===== src/rtl/ckc_pkg.sv =====
package ckc_pkg;

   typedef enum logic [3:0] {
      PM_HIGH     = 4'd0,
      PM_MED      = 4'd1,
      PM_SUBACT   = 4'd2,
      PM_SLEEP    = 4'd3,
      PM_SUBSLEEP = 4'd4,
      PM_SWSTBY   = 4'd5,
      PM_WATCH    = 4'd6,
      PM_DIRECT   = 4'd7,
      PM_HWSTBY   = 4'd8
   } pmode_e;

   localparam int          CTL_W     = 8;
   localparam int          BIT_CKOFF = 7;
   localparam int          BIT_IMMED = 3;
   localparam logic [7:0]  WR_MASK   = 8'h8F;

   // modes in which the pin may carry the running clock
   function automatic logic clk_may_run(input pmode_e m);
      return (m == PM_HIGH) || (m == PM_MED) || (m == PM_SUBACT) ||
             (m == PM_SLEEP) || (m == PM_SUBSLEEP);
   endfunction

   // modes whose entry releases a deferred multiplier
   function automatic logic is_load_mode(input pmode_e m);
      return (m == PM_SUBACT) || (m == PM_SWSTBY) || (m == PM_WATCH);
   endfunction

endpackage


===== src/rtl/ckc_regfile.sv =====
module ckc_regfile
   import ckc_pkg::*;
(
   input  logic             clk,
   input  logic             rst_n,
   input  logic             we,
   input  logic [CTL_W-1:0] wdata,
   input  logic             hw_clr,
   output logic [CTL_W-1:0] rdata,
   output logic             ckoff,
   output logic             immed
);

   logic [CTL_W-1:0] ctl_q;

   always_ff @(posedge clk or negedge rst_n) begin
      if (!rst_n)      ctl_q <= '0;
      else if (hw_clr) ctl_q <= '0;
      else if (we)     ctl_q <= wdata & WR_MASK;
   end

   assign rdata = ctl_q;
   assign ckoff = ctl_q[BIT_CKOFF];
   assign immed = ctl_q[BIT_IMMED];


   hw_clear_chk: assert property (@(posedge clk) disable iff (!rst_n)
      hw_clr |=> (rdata == '0));


   rsvd_zero_chk: assert property (@(posedge clk) disable iff (!rst_n)
      we |=> (rdata[6:4] == 3'b000));

endmodule


===== src/rtl/ckc_pin_gate.sv =====
module ckc_pin_gate
   import ckc_pkg::*;
(
   input  logic   clk,
   input  logic   rst_n,
   input  pmode_e mode,
   input  logic   ckoff,
   input  logic   port_dir,
   output logic   pin,
   output logic   oe
);

   logic run_d;
   logic hold_q;

   assign run_d = clk_may_run(mode) && !ckoff;

   // hold level changes only at the rising edge, while clk is high,
   // so clk | hold_q never produces a short pulse
   always_ff @(posedge clk or negedge rst_n) begin
      if (!rst_n) hold_q <= 1'b1;
      else        hold_q <= !run_d;
   end

   assign pin = clk | hold_q;
   assign oe  = port_dir && (mode != PM_HWSTBY);


   stby_hold_chk: assert property (@(posedge clk) disable iff (!rst_n)
      (mode == PM_SWSTBY || mode == PM_WATCH || mode == PM_DIRECT) |=> hold_q);


   ckoff_hold_chk: assert property (@(posedge clk) disable iff (!rst_n)
      ckoff |=> hold_q);

endmodule


===== src/rtl/ckc_mult_sel.sv =====
module ckc_mult_sel
   import ckc_pkg::*;
#(
   parameter int              MULT_W   = 3,
   parameter logic [MULT_W-1:0] MULT_RST = '0
) (
   input  logic              clk,
   input  logic              rst_n,
   input  pmode_e            mode,
   input  logic              immed,
   input  logic [MULT_W-1:0] req,
   output logic [MULT_W-1:0] act
);

   logic [MULT_W-1:0] sh_q;
   logic [MULT_W-1:0] act_q;
   pmode_e            prev_q;
   logic              entry;
   logic              rewrite;

   assign entry   = is_load_mode(mode) && !is_load_mode(prev_q);
   assign rewrite = (req != sh_q);

   always_ff @(posedge clk or negedge rst_n) begin
      if (!rst_n) begin
         sh_q   <= MULT_RST;
         prev_q <= PM_HIGH;
      end else begin
         sh_q   <= req;
         prev_q <= mode;
      end
   end

   always_ff @(posedge clk or negedge rst_n) begin
      if (!rst_n)                 act_q <= MULT_RST;
      else if (immed && rewrite)  act_q <= req;
      else if (!immed && entry)   act_q <= sh_q;
   end

   assign act = act_q;


   defer_hold_chk: assert property (@(posedge clk) disable iff (!rst_n)
      (!immed && !entry) |=> $stable(act));


   defer_load_chk: assert property (@(posedge clk) disable iff (!rst_n)
      (!immed && entry) |=> (act == $past(sh_q)));


   imm_load_chk: assert property (@(posedge clk) disable iff (!rst_n)
      (immed && rewrite) |=> (act == $past(req)));

endmodule


===== src/rtl/sysclk_ctl.sv =====
module sysclk_ctl
   import ckc_pkg::*;
#(
   parameter int                MULT_W   = 3,
   parameter logic [MULT_W-1:0] MULT_RST = 1
) (
   input  logic              clk,
   input  logic              rst_n,
   input  logic              reg_we,
   input  logic [7:0]        reg_wdata,
   output logic [7:0]        reg_rdata,
   input  logic [3:0]        pwr_mode,
   input  logic              port_dir,
   input  logic [MULT_W-1:0] mult_req,
   output logic              ck_pin,
   output logic              ck_oe,
   output logic [MULT_W-1:0] mult_act
);

   localparam int MULT_MAX = 8;

   generate
      if (MULT_W < 1 || MULT_W > MULT_MAX) begin : g_bad_width
         $error("sysclk_ctl: MULT_W out of range");
      end
   endgenerate

   pmode_e mode_q;
   logic   ckoff;
   logic   immed;

   always_ff @(posedge clk or negedge rst_n) begin
      if (!rst_n) mode_q <= PM_HIGH;
      else        mode_q <= pmode_e'(pwr_mode);
   end

   ckc_regfile u_reg (
      .clk    (clk),
      .rst_n  (rst_n),
      .we     (reg_we),
      .wdata  (reg_wdata),
      .hw_clr (mode_q == PM_HWSTBY),
      .rdata  (reg_rdata),
      .ckoff  (ckoff),
      .immed  (immed)
   );

   ckc_pin_gate u_pin (
      .clk      (clk),
      .rst_n    (rst_n),
      .mode     (mode_q),
      .ckoff    (ckoff),
      .port_dir (port_dir),
      .pin      (ck_pin),
      .oe       (ck_oe)
   );

   ckc_mult_sel #(
      .MULT_W   (MULT_W),
      .MULT_RST (MULT_RST)
   ) u_mult (
      .clk   (clk),
      .rst_n (rst_n),
      .mode  (mode_q),
      .immed (immed),
      .req   (mult_req),
      .act   (mult_act)
   );


   swstby_keep_chk: assert property (@(posedge clk) disable iff (!rst_n)
      (mode_q == PM_SWSTBY && !reg_we) |=> $stable(reg_rdata));


   hw_release_chk: assert property (@(posedge clk) disable iff (!rst_n)
      (pwr_mode == 4'd8) |=> !ck_oe);

endmodule


===== config.mk =====
export PLATFORM = sky130hd
export DESIGN_NAME = sysclk_ctl
export DESIGN_NICKNAME = d
export VERILOG_FILES = /design/src/rtl/ckc_pkg.sv /design/src/rtl/ckc_regfile.sv /design/src/rtl/ckc_pin_gate.sv /design/src/rtl/ckc_mult_sel.sv /design/src/rtl/sysclk_ctl.sv
export SDC_FILE = /design/constraint.sdc
export NUM_CORES = 1
export LEC_CHECK = 0
export ABC_AREA = 0
export BUFFER_PORTS_ARGS = -buffer_cell sky130_fd_sc_hd__buf_2
export CAP_MARGIN = 20
export CELL_PAD_IN_SITES_DETAIL_PLACEMENT = 0
export CELL_PAD_IN_SITES_GLOBAL_PLACEMENT = 1
export CORE_MARGIN = 10
export CORE_UTILIZATION = 38
export DETAILED_ROUTE_END_ITERATION = 16
export PLACE_DENSITY_LB_ADDON = 0.1
export SLEW_MARGIN = 30
export SYNTH_ARGS = -nofsm -noshare
export SYNTH_HDL_FRONTEND = slang
export SYNTH_SLANG_ARGS = --single-unit

===== constraint.sdc =====
create_clock -name clk -period 3.1 [get_ports clk]
set_input_delay 0.155 -clock clk [delete_from_list [all_inputs] [get_ports clk]]
set_output_delay 0.155 -clock clk [all_outputs]
set_load 0.005 [all_outputs]

==> results of run 1 <==
-- sequential cells by signal, summed over array words and instances, names as in the netlist --
signal and count:
mode_q 4, u_reg.rdata 5, u_mult.prev_q 4, u_mult.act 3, u_mult.sh_q 3, u_pin.hold_q 1
-- power by group --
part           leakage, nW  switching [W]  internal [W]   total, W
logic                0.274      0.0000352     0.0000554  0.0000905
clock network       0.0388      0.0000860      0.000118   0.000204
registers            0.231      0.0000163      0.000290   0.000307
-- metrics by stage --
| stage | cells | cell area [sq um] | hold WS (ns) | setup WS, ns |
|---|---|---|---|---|
| after global routing | 128 | 1130 | 0.137 | 0.759 |
| final | 128 | 1130 | 0.126 | 0.778 |
| after CTS | 128 | 1130 | 0.122 | 0.763 |
| after floorplan | 61 | 816 | -0.141 | 1.13 |
| after detailed placement | 108 | 941 | 0.121 | 1.03 |
| after global placement | 108 | 941 | 0.123 | 1.03 |
-- path summary, 6_finish.rpt --
path | from | to | cells past startpoint
setup / recovery | clk | ck_pin | 4
setup reg to reg | mode_q[1] | u_mult.act[2] | 4
max in group asynchronous | rst_n | u_mult.act[0] | 2
hold / removal | reg_we | u_reg.rdata[2] | 3
min in group asynchronous | rst_n | mode_q[2] | 2
hold reg to reg | mode_q[2] | u_mult.prev_q[2] | 0
-- cell usage in the layout, fill, tap and decap left out, types with 3 or more instances in the layout --
master and instances:
mux2i_1 6, buf_2 25, dfrtp_1 17, nor2_1 6, dlygate4sd3_1 13, clkbuf_4 6, dfstp_2 3, xor2_1 3
mux2_2 6, conb_1 3
-- cell type report --
| cell class | count | area [sq um] |
|---|---|---|
| Fill cell | 184 | 872 |
| Timing Repair Buffer | 38 | 258 |
| Sequential cell | 20 | 504 |
| Multi-Input combinational cell | 35 | 270 |
| Clock buffer | 8 | 63.8 |
| Tap cell | 27 | 33.8 |
-- metal layers --
metal | global-route usage (%) | wire length, um | vias up
li1 | - | - | 277
met1 | 8.14 | 636 | 261
met2 | 13.2 | 786 | 18
met3 | 6.78 | 158 | 6
met4 | 6.02 | 30 | 0
met5 | 0 | 0 | -
-- worst max-delay path, cell delays in order --
cell      delay (ns)
clkbuf_4        0.11
clkbuf_4        0.12
or2_2           0.26
buf_2           0.13
-- cell families (layout without fill, tap and decap cells) --
| kind of cell | after synthesis | in the layout |
|---|---|---|
| AO/OA/AOI/OAI | 4 | 4 |
| XOR/XNOR | 3 | 3 |
| buffers and inverters | 6 | 46 |
| flip-flops | 20 | 20 |
| multiplexers | 12 | 12 |
| other | 1 | 3 |
| AND/OR/NAND/NOR | 13 | 13 |
-- what timing repair did --
item	4_1_cts	5_1_grt
endpoints found under the hold margin	29	0
hold buffers	13	0
endpoints found under the setup margin	0	0
==> results.tsv, run 1 <==
stage	metric	value	unit
logic_synthesis	Post-Syn Instances	59	
logic_synthesis	main combinational cell family by area after synthesis	multiplexers	
run	MaxCap Viol Count	0	
logic_synthesis	mapped cell area	808	sq um
timing	clk_skew	0.00166	ns
floorplanning	core footprint	2000	sq um
place	I/O Buffers	25	
min_path	Hold Crit Class	input pin to register	
worst_setup_path	CP required	2.94	ns
detailed_routing	DR WL/cell	12.6	um
logic_synthesis	Syn Area/Cell	13.7	sq um
pwr	Leakage	0.544	nW
floorplanning	Ports	32	
detailed_routing	Pre-Repair DR Iteration Count	3	
floorplanning	Die ar.	4370	sq um
logic_synthesis	count of cell types in the netlist	20	
pwr	total power draw	0.000601	W
logic_synthesis	mux cell area share after synthesis	15.8	%
logic_synthesis	largest area contributor in the netlist	dfrtp_1	
logic_synthesis	area share of fa/ha/maj cells after synthesis	0	%
logic_synthesis	Synth top area share	52.6	%
detailed_routing	WL final	1610	um
clock_tree	post-CTS sizing	0	
global_routing	antenna violations before repair	0	
final_layout	Layout Nets	121	
clock_tree	Reg clk slew, reported paths	0.10	ns
final_layout	ANT cells	0	
final_layout	area grow syn2layout	39.8	%
timing	final setup vio count	0	
pwr	PwrDens	532	nW/um^2
pwr	Max VDD drop	0.000306	V
detailed_routing	via/cell ratio	4.39	
global_routing	all-layer global routing usage	8.80	%
clock_tree	worst skew pair latency	0.40	ns
place	DP Wirelength	1160	um
worst_setup_path	reg2reg setup slack	1.52	ns
detailed_routing	vias post-DR	562	
floorplanning	cell row count	16	
logic_synthesis	xor/xnor cell area share of the yosys netlist	3.25	%
global_routing	gr ovfl total	0	
place	Placer Congestion	0.692	
final_layout	layout cells sized above 1	44.6	%
worst_setup_path	Setup CP Type	clock port to output pin	
logic_synthesis	yosys warns	0	
worst_setup_path	Worst Path Max Fanout	2	
logic_synthesis	compound-gate portion of the synthesized area	4.18	%
detailed_routing	Detail Route Antenna Nets	0	
worst_setup_path	critical path arrival	2.17	ns
logic_synthesis	dominant synthesized flop cell	dfrtp_1	
worst_setup_path	element type at the critical path start	clock port	
timing	RSZ-0062 raised after global routing	false	
detailed_routing	DRT iter0 DRCs	8	
logic_synthesis	EDFF count, synth	0	
global_routing	first-pass GRT wire length	2820	um
run_status	outcome	finished, final reports clean	
floorplanning	die width	66.1	um
floorplanning	height of the chip	66.1	um
floorplanning	Starting Density	40.4	%
global_routing	largest net degree at the start of global routing	21	
timing	final hold vios	0	
detailed_routing	DRC	0	
logic_synthesis	Synth area leaders	dfrtp_1, dfstp_2, mux2_2, mux2i_1, buf_4	
logic_synthesis	#FFs+latches synth	20	
logic_synthesis	most common cell in the synthesized netlist	dfrtp_1	
logic_synthesis	Post-synth ARST share	100	%
timing	setup TNS	0	ns
timing	Slew Viols, Final	0	
global_routing	vias in the first global route	646	
logic_synthesis	Post-Synth Simple-Gate Area	8.82	%
clock_tree	CTS tree	built	
logic_synthesis	Seq/Total Area, Yosys	62.4	%
final_layout	Util after Layout	56.4	%
worst_setup_path	crit end category	output pin	
clock_tree	Post-CTS Setup Bufs	0	
logic_synthesis	top cells by count, synth	dfrtp_1, mux2_2, mux2i_1, nor2_1, buf_4	
(Power assumes the default switching activity.)
==> run 2, diff against run 1 <==
- ABC_AREA: 0 -> 1
- CORE_UTILIZATION: 38 -> 31
- clock period: 3.1 -> 2.1 ns (I/O delays scaled with it)
==> results.tsv, run 2 <==
stage	metric	value	unit	change
floorplanning	core footprint	2730	sq um	+37%
place	I/O Buffers	25		unchanged
floorplanning	Die ar.	5350	sq um	+22%
pwr	sw power	0.000215	W	+56%
logic_synthesis	Post-synth ARST share	100	%	unchanged
timing	Setup WS post-layout	0.391	ns	-0.387 ns
clock_tree	post-CTS sizing	0		unchanged
final_layout	area grow syn2layout	31.7	%	
clock_tree	CTS tree	built		
detailed_routing	Pre-Repair DR Iteration Count	4		+1
timing	final hold vios	0		unchanged
final_layout	number of fillers in the final layout	285		+55%
timing	Slew Viols, Final	0		unchanged
min_path	Hold Crit Class	input pin to register		
floorplanning	height of the chip	73.2	um	+11%
global_routing	vias in the first global route	758		+17%
place	DP Wirelength	1360	um	+17%
timing	setup TNS	0	ns	unchanged
min_path	Hold Startpoint	reg_wdata[3]		
global_routing	largest net degree at the start of global routing	21		unchanged
detailed_routing	DRC	0		unchanged
final_layout	Layout Nets	151		+25%
detailed_routing	DR WL/cell	11.0	um	-13%
clock_tree	worst skew pair latency	0.40	ns	about the same
pwr	power share of the combinational group	12.7	%	-2.4 points
pwr	PwrDens	833	nW/um^2	+57%
worst_setup_path	Worst Path Max Fanout	2		unchanged
pwr	Leakage	0.633	nW	+16%
worst_setup_path	r2r endpoint	u_reg.rdata[7]		
logic_synthesis	Synth top area share	48.6	%	-4.1 points
logic_synthesis	top cells by count, synth	nand2_1, dfrtp_1, inv_1		
min_path	hold path endpoint	u_reg.rdata[3]		
logic_synthesis	most common cell in the synthesized netlist	nand2_1		
timing	final setup vio count	0		unchanged
pwr	Max VDD drop	0.000499	V	+63%
final_layout	fin area	1150	sq um	+2.1%
global_routing	first-pass GRT wire length	3060	um	+8.6%
worst_setup_path	crit path from	clk		
worst_setup_path	Critical Path Stages	4		unchanged
place	DP Area	998	sq um	+6.1%
logic_synthesis	dominant synthesized flop cell	dfrtp_1		
logic_synthesis	yosys warns	0		unchanged
logic_synthesis	Synth area leaders	dfrtp_1, nand2_1, dfstp_2, inv_1, nand3_1		
detailed_routing	via/cell ratio	4.23		-3.6%
logic_synthesis	EDFF count, synth	0		unchanged
detailed_routing	DRT iter0 DRCs	17		+9
floorplanning	Starting Density	32.0	%	-8.3 points
logic_synthesis	count of cell types in the netlist	19		-5.0%
logic_synthesis	largest area contributor in the netlist	dfrtp_1		
detailed_routing	WL final	1780	um	+10%
pwr	internal power	0.000745	W	+61%
timing	minimum hold slack	0.0266	ns	-0.0998 ns
timing	clk_skew	0.00173	ns	+0.0000717 ns
run	MaxCap Viol Count	0		unchanged
worst_setup_path	max incr delay on CP	0.20	ns	-0.06 ns
worst_setup_path	Most common cell on crit path	clkbuf_4		
worst_setup_path	Largest delay share family, worst path	buffers and inverters		
floorplanning	die width	73.2	um	+11%
worst_setup_path	Worst Reg2Reg Path Length in Cells	6		+2
clock_tree	Post-CTS Setup Bufs	0		unchanged
timing	RSZ-0062 raised after global routing	false		
worst_setup_path	Setup CP Type	clock port to output pin		
final_layout	most frequent cells in the layout	buf_2, nand2_1, dfrtp_1, inv_1, nand3_1		
worst_setup_path	element type at the critical path start	clock port		
pwr	part of the power in registers	46.6	%	-4.4 points
pwr	sw frac	22.4	%	-0.49 points
clock_tree	Reg clk slew, reported paths	0.11	ns	about the same
logic_synthesis	Seq/Total Area, Yosys	57.6	%	-4.8 points
final_layout	max FFs per register	5		unchanged
logic_synthesis	#FFs+latches synth	20		unchanged
detailed_routing	vias post-DR	686		+22%
detailed_routing	Detail Route Antenna Nets	0		unchanged
min_path	worst hold stages	4		+1
global_routing	all-layer global routing usage	7.10	%	-1.7 points
pwr	clock share of power	40.7	%	+6.8 points
worst_setup_path	crit end category	output pin		
final_layout	Util after Layout	42.2	%	-14 points
run_status	outcome	finished, final reports clean		
worst_setup_path	crit path cell chain	clkbuf_4 -> clkbuf_4 -> or2_1 -> buf_2		
worst_setup_path	worst r2r src	mode_q[1]		
worst_setup_path	Crit-path slowest cell	or2_1		
worst_setup_path	critical path arrival	1.60	ns	-0.57 ns
logic_synthesis	mapped cell area	876	sq um	+8.4%
clock_tree	Post-CTS Hold Fix Bufs	8		-5
final_layout	ANT cells	0		unchanged
floorplanning	Ports	32		unchanged
worst_setup_path	critical path buffer and inverter count	3		unchanged
logic_synthesis	Post-Syn Instances	95		+61%
worst_setup_path	CP required	2.00	ns	-0.94 ns
final_layout	layout cells sized above 1	32.8	%	-12 points
logic_synthesis	Syn Area/Cell	9.22	sq um	-33%
place	Placer Congestion	0.704		+1.7%
floorplanning	cell row count	19		+3
final_layout	most common cell after layout, fill and taps aside	buf_2		
worst_setup_path	reg2reg setup slack	0.95	ns	-0.57 ns
global_routing	antenna violations before repair	0		unchanged
place	Place WS	0.644	ns	-0.381 ns
global_routing	gr ovfl total	0		unchanged
==> run 2: area by class of cell <==
cell class                 instances  area [sq um]  area share [%]
inverter                          15          56.3            4.88
timing repair buffer              32           200            17.4
clock inverter                     1          30.0            2.60
multi-input combinational         56           274            23.8
clock buffer                       7          50.0            4.34
tap                               31          38.8            3.36
sequential                        20           504            43.7
==> run 2: per-stage QoR <==
step           std cells  total power [W]
6_report             162         0.000961
5_1_grt              162          0.00103
4_1_cts              162         0.000989
3_5_place_dp         147         0.000579
3_3_place_gp         147         0.000577
2_1_floorplan         97         0.000526
==> run 2: worst max path at each step <==
stage,slack [ns],end
after floorplan,0.74,ck_pin
after global routing,0.37,ck_pin
final,0.39,ck_pin
after detailed placement,0.64,ck_pin
after CTS,0.38,ck_pin
after global placement,0.64,ck_pin
==> run 2: kinds of logic after synthesis <==
logic type | count (synthesis) | synth area share [%]
flip-flops | 20 | 57.6
other | 1 | 0.428
AND/OR/NAND/NOR | 41 | 21.3
buffers and inverters | 21 | 12.0
AO/OA/AOI/OAI | 12 | 8.71
==> run 2: routing by layer <==
metal,wire (um),GRT usage [%],vias to the layer above
met1,828,8.14,304
met5,0,0,-
met3,150,3.81,3
li1,-,-,359
met4,19,3.59,0
met2,778,10.4,20
==> run 2: tightest hold or removal path, cell delays in order <==
cell,delay (ns)
buf_2,0.08
nand3_1,0.05
a21boi_1,0.12
inv_1,0.04
==> run 2: power by group through the flow <==
stage | clock [W] | sequential (W) | combinational (W)
3_5_place_dp | 0.00000774 | 0.000456 | 0.000115
6_report | 0.000391 | 0.000447 | 0.000122
3_3_place_gp | 0.00000774 | 0.000455 | 0.000115
2_1_floorplan | 0.00000410 | 0.000451 | 0.0000704
4_1_cts | 0.000413 | 0.000449 | 0.000127
5_1_grt | 0.000433 | 0.000454 | 0.000143
